==> config.mk <==
export PLATFORM = sky130hd
export DESIGN_NAME = qpwm_top
export DESIGN_NICKNAME = d
export VERILOG_FILES = /design/src/rtl/qpwm_pkg.sv /design/src/rtl/qpwm_regs.sv /design/src/rtl/qpwm_timebase.sv /design/src/rtl/qpwm_channel.sv /design/src/rtl/qpwm_top.sv
export SDC_FILE = /design/constraint.sdc
export NUM_CORES = 1
export LEC_CHECK = 0
export BUFFER_PORTS_ARGS = -buffer_cell sky130_fd_sc_hd__buf_2
export CORE_UTILIZATION = 50
export CTS_BUF_LIST = sky130_fd_sc_hd__clkbuf_8 sky130_fd_sc_hd__clkbuf_16
export CTS_CLUSTER_DIAMETER = 100
export DETAILED_ROUTE_END_ITERATION = 8
export HOLD_SLACK_MARGIN = 0.15
export PLACE_DENSITY = 0.7
export SYNTH_ARGS = -nofsm -noshare
export SYNTH_HDL_FRONTEND = slang
export SYNTH_SLANG_ARGS = --single-unit
==> constraint.sdc <==
create_clock -name clk -period 7.1 [get_ports clk]
set_input_delay 1.065 -clock clk [delete_from_list [all_inputs] [get_ports clk]]
set_output_delay 1.065 -clock clk [all_outputs]
set_load 0.005 [all_outputs]
==> src/rtl/qpwm_pkg.sv <==
package qpwm_pkg;
  localparam int NUM_CH   = 4;
  localparam int DIV_W    = 16;
  localparam int PHASE_W  = 8;
  localparam int SEL_W    = $clog2(NUM_CH);
  localparam int DATA_W   = 32;
  localparam int BYP_LSB  = 8;
  localparam int OFS_MODE0 = 'h00;
  localparam int OFS_MODE1 = 'h04;
  localparam int OFS_DIV0  = 'h08;
  localparam int OFS_LVL0  = 'h18;

  typedef struct packed {
    logic [SEL_W-1:0]   sel;
    logic [PHASE_W-1:0] level;
  } lvl_reg_t;
endpackage

==> src/rtl/qpwm_regs.sv <==
module qpwm_regs
  import qpwm_pkg::*;
#(
  parameter int ADDR_W = 8
) (
  input  logic                            clk,
  input  logic                            rst_n,
  input  logic [ADDR_W-1:0]               addr,
  input  logic                            wr,
  input  logic [DATA_W-1:0]               wdata,
  output logic [DATA_W-1:0]               rdata,
  output logic [NUM_CH-1:0]               oen,
  output logic [NUM_CH-1:0]               byp,
  output logic [NUM_CH-1:0]               cen,
  output logic [NUM_CH-1:0][DIV_W-1:0]    div_val,
  output lvl_reg_t [NUM_CH-1:0]           lvl
);
  localparam int LVL_W = SEL_W + PHASE_W;

  always_ff @(posedge clk) begin
    if (!rst_n) begin
      oen <= '0;
      byp <= '0;
      cen <= '0;
      for (int c = 0; c < NUM_CH; c++) begin
        div_val[c]   <= '0;
        lvl[c].sel   <= SEL_W'(c);
        lvl[c].level <= '0;
      end
    end else if (wr) begin
      if (addr == ADDR_W'(OFS_MODE0)) begin
        oen <= wdata[NUM_CH-1:0];
        byp <= wdata[BYP_LSB +: NUM_CH];
      end
      if (addr == ADDR_W'(OFS_MODE1)) cen <= wdata[NUM_CH-1:0];
      for (int c = 0; c < NUM_CH; c++) begin
        if (addr == ADDR_W'(OFS_DIV0 + 4 * c)) div_val[c] <= wdata[DIV_W-1:0];
        if (addr == ADDR_W'(OFS_LVL0 + 4 * c)) lvl[c] <= lvl_reg_t'(wdata[LVL_W-1:0]);
      end
    end
  end

  always_comb begin
    rdata = '0;
    if (addr == ADDR_W'(OFS_MODE0)) begin
      rdata[NUM_CH-1:0]        = oen;
      rdata[BYP_LSB +: NUM_CH] = byp;
    end
    if (addr == ADDR_W'(OFS_MODE1)) rdata[NUM_CH-1:0] = cen;
    for (int c = 0; c < NUM_CH; c++) begin
      if (addr == ADDR_W'(OFS_DIV0 + 4 * c)) rdata[DIV_W-1:0] = div_val[c];
      if (addr == ADDR_W'(OFS_LVL0 + 4 * c)) rdata[LVL_W-1:0] = lvl[c];
    end
  end
endmodule

==> src/rtl/qpwm_timebase.sv <==
module qpwm_timebase
  import qpwm_pkg::*;
(
  input  logic             clk,
  input  logic             rst_n,
  input  logic             en,
  input  logic [DIV_W-1:0] div_val,
  output logic             tick
);
  logic [DIV_W-1:0] cnt;
  logic [DIV_W-1:0] last;
  logic             wrap;

  // a zero divider wraps every cycle, the same as a divider of one
  assign last = (div_val == '0) ? '0 : div_val - DIV_W'(1);
  // >= so that shrinking the divider mid-count wraps at once
  assign wrap = (cnt >= last);
  assign tick = en & wrap;

  always_ff @(posedge clk) begin
    if (!rst_n)          cnt <= '0;
    else if (!en || wrap) cnt <= '0;
    else                 cnt <= cnt + DIV_W'(1);
  end
endmodule

==> src/rtl/qpwm_channel.sv <==
module qpwm_channel
  import qpwm_pkg::*;
(
  input  logic               clk,
  input  logic               rst_n,
  input  logic               en,
  input  logic               step,
  input  logic               oen,
  input  logic               byp,
  input  logic [PHASE_W-1:0] level,
  output logic [PHASE_W-1:0] phase,
  output logic               pwm
);
  always_ff @(posedge clk) begin
    if (!rst_n || !en) phase <= '0;
    else if (step)     phase <= phase + PHASE_W'(1);
  end

  assign pwm = oen & (byp | (phase < level));
endmodule

==> src/rtl/qpwm_top.sv <==
module qpwm_top
  import qpwm_pkg::*;
#(
  parameter int ADDR_W = 8
) (
  input  logic              clk,
  input  logic              rst_n,
  input  logic [ADDR_W-1:0] reg_addr,
  input  logic              reg_wr,
  input  logic [31:0]       reg_wdata,
  output logic [31:0]       reg_rdata,
  output logic [3:0]        pwm_out
);
  logic [NUM_CH-1:0]               oen;
  logic [NUM_CH-1:0]               byp;
  logic [NUM_CH-1:0]               cen;
  logic [NUM_CH-1:0][DIV_W-1:0]    div_val;
  lvl_reg_t [NUM_CH-1:0]           lvl;
  logic [NUM_CH-1:0]               tick;
  logic [NUM_CH-1:0]               step;
  logic [NUM_CH-1:0][PHASE_W-1:0]  phase_all;

  qpwm_regs #(.ADDR_W(ADDR_W)) u_regs (
    .clk(clk), .rst_n(rst_n), .addr(reg_addr), .wr(reg_wr), .wdata(reg_wdata),
    .rdata(reg_rdata), .oen(oen), .byp(byp), .cen(cen), .div_val(div_val), .lvl(lvl)
  );

  for (genvar c = 0; c < NUM_CH; c++) begin : g_ch
    qpwm_timebase u_tb (
      .clk(clk), .rst_n(rst_n), .en(cen[c]), .div_val(div_val[c]), .tick(tick[c])
    );

    // phase counter advances on the tick of the selected channel
    assign step[c] = tick[lvl[c].sel];

    qpwm_channel u_chn (
      .clk(clk), .rst_n(rst_n), .en(cen[c]), .step(step[c]), .oen(oen[c]),
      .byp(byp[c]), .level(lvl[c].level), .phase(phase_all[c]), .pwm(pwm_out[c])
    );
  end
endmodule

After elaboration in Yosys (flattened, before gate mapping)

Cells that the tools add are included.

Register bits after elaboration: 212
Bits of input ports: 43

Add/subtract/negate cells: 12
Order comparisons: 12
Equal/unequal tests: 9
Multiplexer cells: 23
Bitwise gates (word level): 13
Reduce and logical (&&, ||, !) cells: 32

Operators by type and width:

| kind                                                                         | count |
|---|---|
| 16-bit two-way mux                                                           | 8 |
| 16-bit by 1-bit adder with 16-bit output, second input constant              | 4 |
| 16-bit greater-or-equal comparator                                           | 4 |
| 16-bit zero test                                                             | 4 |
| 16-bit by 1-bit subtractor with 16-bit output, second input constant         | 4 |
| 10-bit two-way mux                                                           | 4 |
| 8-bit by 1-bit adder with 8-bit output, second input constant                | 4 |
| 8-bit by 5-bit == test with 1-bit output, second input constant              | 4 |
| 8-bit less-than comparator                                                   | 4 |
| 2-bit AND reduction                                                          | 10 |
| 8-bit by 4-bit == test with 1-bit output, second input constant              | 2 |
| 8-bit by 6-bit == test with 1-bit output, second input constant              | 2 |
| 2-bit by 3-bit less-than comparator with 1-bit output, second input constant | 4 |
| 4-bit two-way mux                                                            | 3 |
| 1-bit AND                                                                    | 8 |
| 1-bit binary-select mux with 2-bit select                                    | 4 |
| 8-bit by 3-bit == test with 1-bit output, second input constant              | 1 |
| 8-bit zero test                                                              | 1 |
| 1-bit logical OR                                                             | 8 |
| 2-bit OR reduction                                                           | 4 |
| 1-bit zero test                                                              | 5 |
| 1-bit two-way mux                                                            | 4 |
| 1-bit bitwise OR                                                             | 4 |
| 1-bit inverter                                                               | 1 |

Longest topological paths before layout

Word-level depth: 11
Gate-level depth with buffers: 18
Mapped depth without buffers: 16

Modules after synthesis

A second synthesis with hierarchy kept.

Cell total of the unflattened synthesis: 1,635
Area, all modules: 13,825.8 µm²

By module, submodules not included:

| module                       | times used | cells each | area an instance (µm²) |
|---|---|---|---|
| qpwm_regs                    | 1          | 673        | 5,758.0 |
| qpwm_channel                 | 4          | 61         | 530.5 |
| qpwm_timebase (g_ch[2].u_tb) | 1          | 182        | 1,576.5 |
| qpwm_timebase (g_ch[3].u_tb) | 1          | 182        | 1,487.7 |
| qpwm_timebase (g_ch[0].u_tb) | 1          | 174        | 1,400.1 |
| qpwm_timebase (g_ch[1].u_tb) | 1          | 176        | 1,391.3 |
| qpwm_top                     | 1          | 4          | 90.1 |

Least setup slack after synthesis

No wires, ideal clock.

Path type: reg-to-reg
From: reg u_regs.div_val[8] (netlist name)
To: reg g_ch[1].u_chn.phase[5]
Library setup time: 0.122 ns
Arrival: 3.568 ns
Required time: 6.978 ns
Path slack: 3.410 ns
Cell stages (with the launch flop): 16
Cells stage by stage: dfxtp_1 clkbuf_1 or4_1 nor4_1 nand4_1 and2_1 ha_1 or3b_1 o2111ai_2 a31o_4 a211oi_2 mux4_2 buf_6 nand4_1 xor2_1 nor2_1

Word-level cells in the longest chain between the ends: 6
Elaborated cells between the ends (all ways): 7

Ends and longest elaborated chain:

| element                                                                                  | RTL line            | source |
|---|---|---|
| start, declared                                                                          | qpwm_regs.sv:15     | `output logic [NUM_CH-1:0][DIV_W-1:0] div_val,` |
| start signal, assigned by index                                                          | qpwm_regs.sv:37     | `if (addr == ADDR_W'(OFS_DIV0 + 4 * c)) div_val[c] <= wdata[DIV_W-1:0];` |
| 16-bit by 1-bit subtractor with 16-bit output / 16-bit zero test (equally long branches) | qpwm_timebase.sv:15 | `assign last = (div_val == '0) ? '0 : div_val - DIV_W'(1);` |
| 16-bit two-way mux *                                                                     | qpwm_timebase.sv:15 |  |
| 16-bit greater-or-equal comparator *                                                     | qpwm_timebase.sv:17 | `assign wrap = (cnt >= last);` |
| 1-bit AND *                                                                              | qpwm_timebase.sv:18 | `assign tick = en & wrap;` |
| 1-bit binary-select mux with 2-bit select *                                              | qpwm_top.sv:34      | `assign step[c] = tick[lvl[c].sel];` |
| 1-bit two-way mux (implied by the code) *                                                | qpwm_top.sv:34      |  |
| end signal, assigned                                                                     | qpwm_channel.sv:16  | `else if (step) phase <= phase + PHASE_W'(1);` |
| end, declared                                                                            | qpwm_channel.sv:11  | `output logic [PHASE_W-1:0] phase,` |

Every way passes the cells marked *; elsewhere a longest branch is shown, timed or not. The select of a mux whose other input is x is not followed.
A chain may end at the register's enable or synchronous reset.

Worst setup path in the final report

From: in reg_addr[7]
To: out reg_rdata[3]

Word-level cells in the longest chain between the ends: 11
Elaborated cells between the ends (all ways): 20

Ends and longest elaborated chain:

| element              | RTL line        | source |
|---|---|---|
| start, declared      | qpwm_top.sv:8   | `input logic [ADDR_W-1:0] reg_addr,` |
| 8-bit zero test      | qpwm_regs.sv:45 | `if (addr == ADDR_W'(OFS_MODE0)) begin` |
| 4-bit two-way mux    | qpwm_regs.sv:45 |  |
| 4-bit two-way mux    | qpwm_regs.sv:49 | `if (addr == ADDR_W'(OFS_MODE1)) rdata[NUM_CH-1:0] = cen;` |
| 16-bit two-way mux   | qpwm_regs.sv:51 | `if (addr == ADDR_W'(OFS_DIV0 + 4 * c)) rdata[DIV_W-1:0] = div_val[c];` |
| 10-bit two-way mux   | qpwm_regs.sv:52 | `if (addr == ADDR_W'(OFS_LVL0 + 4 * c)) rdata[LVL_W-1:0] = lvl[c];` |
| 16-bit two-way mux   | qpwm_regs.sv:51 |  |
| 10-bit two-way mux   | qpwm_regs.sv:52 |  |
| 16-bit two-way mux   | qpwm_regs.sv:51 |  |
| 10-bit two-way mux   | qpwm_regs.sv:52 |  |
| 16-bit two-way mux   | qpwm_regs.sv:51 |  |
| 10-bit two-way mux * | qpwm_regs.sv:52 |  |
| end, declared        | qpwm_top.sv:11  | `output logic [31:0] reg_rdata,` |

Every way passes the cells marked *; elsewhere a longest branch is shown, timed or not.

==> summary.md <==
| Metric | Value |
|---|---|
| Status | finished with violations |
| Failing checks | design-rule violations |
| Cell row count | 58 |
| Max incr delay on CP | 0.86 ns |
| Grt ovf | 0 |
| Mapped Cells | 1588 |
| Hold_ws | 0.472 ns |
| Clock transition at the registers of the reported paths | 0.06 ns |
| EDFF count, synth | 0 |
| Arr. time, crit path | 3.83 ns |
| Clk_lat worst skew | 0.53 ns |
| Initial antenna violation count | 2 |
| Slew margin rel. | 17.6% |
| CP Launch Type | primary input |
| Design area | 14000 µm² |
| Max-cap violations | 0 |
| Synth Cell Area | 12900 µm² |
| Clock Power Share | 50.9% |
| Primary FF master, synth | dfxtp_1 |
| Power per cell area | 188 nW/µm² |
| Most common cell on crit path | buf_2 |
| Drt first pass iters | 9 |
| CP Buf/Inv Count | 3 |
| DRC Markers | 21 |
| Commonest cells in the netlist | nand2_1, dfxtp_1, nor2_1 |
| Nets@finish | 1735 |
| Int Pwr | 2.06 mW |
| Comb pwr share | 3.8% |
| Seq/Total Area, Yosys | 32.9% |
| CP top delay family | simple AND/OR/NAND/NOR gates |
| CP Class | in2out |
| RSZ-0062 raised after global routing | false |
| Buffers added on ports | 46 |
| Clk_skew | 0.0115 ns |
| Synth top area cells | dfxtp_1, ha_1, nand2_1 |
| Die Width | 163 µm |
| Setup slack, reg-to-reg | 2.29 ns |
| Total CTS buffers | 25 |
| Synthesized area per cell | 8.13 µm² |
| Synth async-reset ratio | 0% |
| Area share of the largest cell type after synthesis | 32.9% |
| DP Cell Count | 1887 |
| Overall Global Routing Usage | 25.8% |
| Yosys warnings | 0 |
| CTS tree | yes |
| Sw Ratio | 21.9% |
| Area Overhead vs Synth | 8.59% |
| Sw Pwr | 0.578 mW |
| Compound-cell area share of the yosys netlist | 13.7% |
| Area share of xor/xnor cells in the synthesized design | 9.15% |
| First-pass GRT wire length | 54000 µm |
| Layout cell share with drive strength beyond 1 | 7.75% |
| Core Region | 25300 µm² |
| Post-CTS resize count | 0 |
| Leading area contributor after synthesis | dfxtp_1 |
| Most frequent cell after synthesis | nand2_1 |
| Largest net degree at the start of global routing | 69 |
| CP max stage cell | nor4_2 |
| Synth unique cells | 65 |
| Fin cells | 1933 |
| Post-synthesis mux area share | 2.79% |
| CP required | 6.03 ns |
| Number of global-route vias before repair | 10300 |
| Final period util | 68.9% |
| Final Slew Violations | 0 |
| Die area | 26500 µm² |
| Die height | 163 µm |
| Clk Tree Root Cell | clkbuf_16 |
| Setup Buffers After CTS | 0 |
| H-tree depth | 1 |
| Post-CTS Hold Buffers | 0 |
| Fmax | 0.204 GHz |
| Detailed Route WL | 34000 µm |
| Initial Utilization | 51.1% |
| Min Tclk post-route | 4.89 ns |
| Detailed Route Iter0 Violations | 857 |
| CP Max Fanout | 13 |
| Sequential Power Share | 45.2% |
| CP cell instances | buf_2 > nor3_1 > nand2_1 > nor4_2 > buf_4 > a222oi_1 > nand3_1 > o21ai_1 > a31oi_1 > buf_2 |
| Synth Register Bits | 212 |
| Synth Area in Simple Gates | 25.6% |
| Final setup violation count | 0 |
| Clk sinks | 212 |
| GP Congestion | 0.885 |
| Leak pwr | 5.32 nW |
| Crit. End Element | output pin |
| Setup_tns | 0 ns |
| Peak VDD IR | 0.000183 V |
| # IOs | 79 |
| Wire length per cell | 17.6 µm |
| Dpl hpwl | 24800 µm |
| Worst Tran Pin Value | 1.23 ns |
| DP Area | 13200 µm² |
| Number of routed nets with antenna violations | 0 |
| Vias | 11100 |
| HP Class | reg2reg |
| Adder-cell share of the synthesized area | 10.5% |
| Final hold vios | 0 |
| Clock buffer depth | 3 |
| Vias per cell | 5.72 |
| Largest family of logic cells by synthesized area | simple AND/OR/NAND/NOR gates |
power groups by stage:
stage          clock (mW)  combinational (mW)  sequential (mW)
6_report             1.34               0.100             1.19
4_1_cts              1.36              0.0979             1.19
2_1_floorplan           0              0.0707             1.22
3_5_place_dp            0              0.0978             1.22
3_3_place_gp            0              0.0962             1.22
5_1_grt              1.41               0.108             1.19
worst reg2reg max path, stage by stage (launching register included):
cell	delay, ns
dfxtp_1	0.40
or4_4	0.60
nor4_2	0.20
nand2b_1	0.11
nor2_1	0.16
nand4b_2	0.34
and2_1	0.31
ha_1	0.28
nor2_1	0.04
a21oi_1	0.18
o41ai_2	0.12
a211oi_1	0.98
mux4_2	0.59
nand4_1	0.16
xor2_1	0.16
nor2_1	0.05
worst paths after layout:
check | to | cells past startpoint | from
setup reg to reg | g_ch[0].u_chn.phase[4]$_SDFFE_PP0P_ | 15 | u_regs.div_val[38]$_SDFFE_PN0P_
hold reg to reg | g_ch[2].u_tb.cnt[0]$_SDFF_PP0_ | 1 | g_ch[2].u_tb.cnt[0]$_SDFF_PP0_
hold / removal | g_ch[2].u_tb.cnt[0]$_SDFF_PP0_ | 1 | g_ch[2].u_tb.cnt[0]$_SDFF_PP0_
setup / recovery | reg_rdata[3] | 10 | reg_addr[7]
per-layer routing:
layer	vias up	GRT usage [%]	wire, µm
met1	5192	33.8	14800
li1	5429	-	-
met3	93	4.84	2480
met2	338	41.0	15200
met5	-	0	0
met4	0	11.5	1460
layout by cell type, fill, tap and decap left out, drive strengths merged, types with 39 or more instances in the layout:
cell,Yosys,routed
dfxtp,212,212
buf,43,49
nand3,80,80
a21boi,93,93
a21oi,39,39
ha,108,108
xor2,93,93
nand2,308,308
xnor2,42,42
nor2,151,151
inv,57,59
sequential cells by signal (all words and copies together), names as in the netlist:
signal	cells
u_regs.cen	4
u_regs.lvl	40
u_regs.oen	4
u_regs.div_val	64
g_ch.u_tb.cnt	64
u_regs.byp	4
g_ch.u_chn.phase	32
kinds of logic after synthesis:
family	after synthesis
compound gates	233
xor+xnor	135
fa+ha+maj	108
buf+inv	152
flops	212
mux	31
other cells	1
simple gates	716
final cells by class:
class,instances,area (µm²)
timing repair buffer,49,253
inverter,57,214
multi-input combinational,1239,8030
clock inverter,11,133
sequential,212,4240
antenna,2,5.00
clock buffer,33,736
tap,330,413
fill,2386,11200
stage by stage:
| stage | setup slack (ns) | util, % | total power [mW] |
|---|---|---|---|
| 2_1_floorplan | 3.41 | - | 1.29 |
| 3_3_place_gp | 2.40 | 52.1 | 1.31 |
| 3_5_place_dp | 2.34 | 52.1 | 1.32 |
| 4_1_cts | 2.35 | 55.5 | 2.65 |
| 5_1_grt | 1.90 | 55.5 | 2.71 |
| 6_report | 2.21 | 55.5 | 2.63 |
Power figures use the tool's default switching activity.
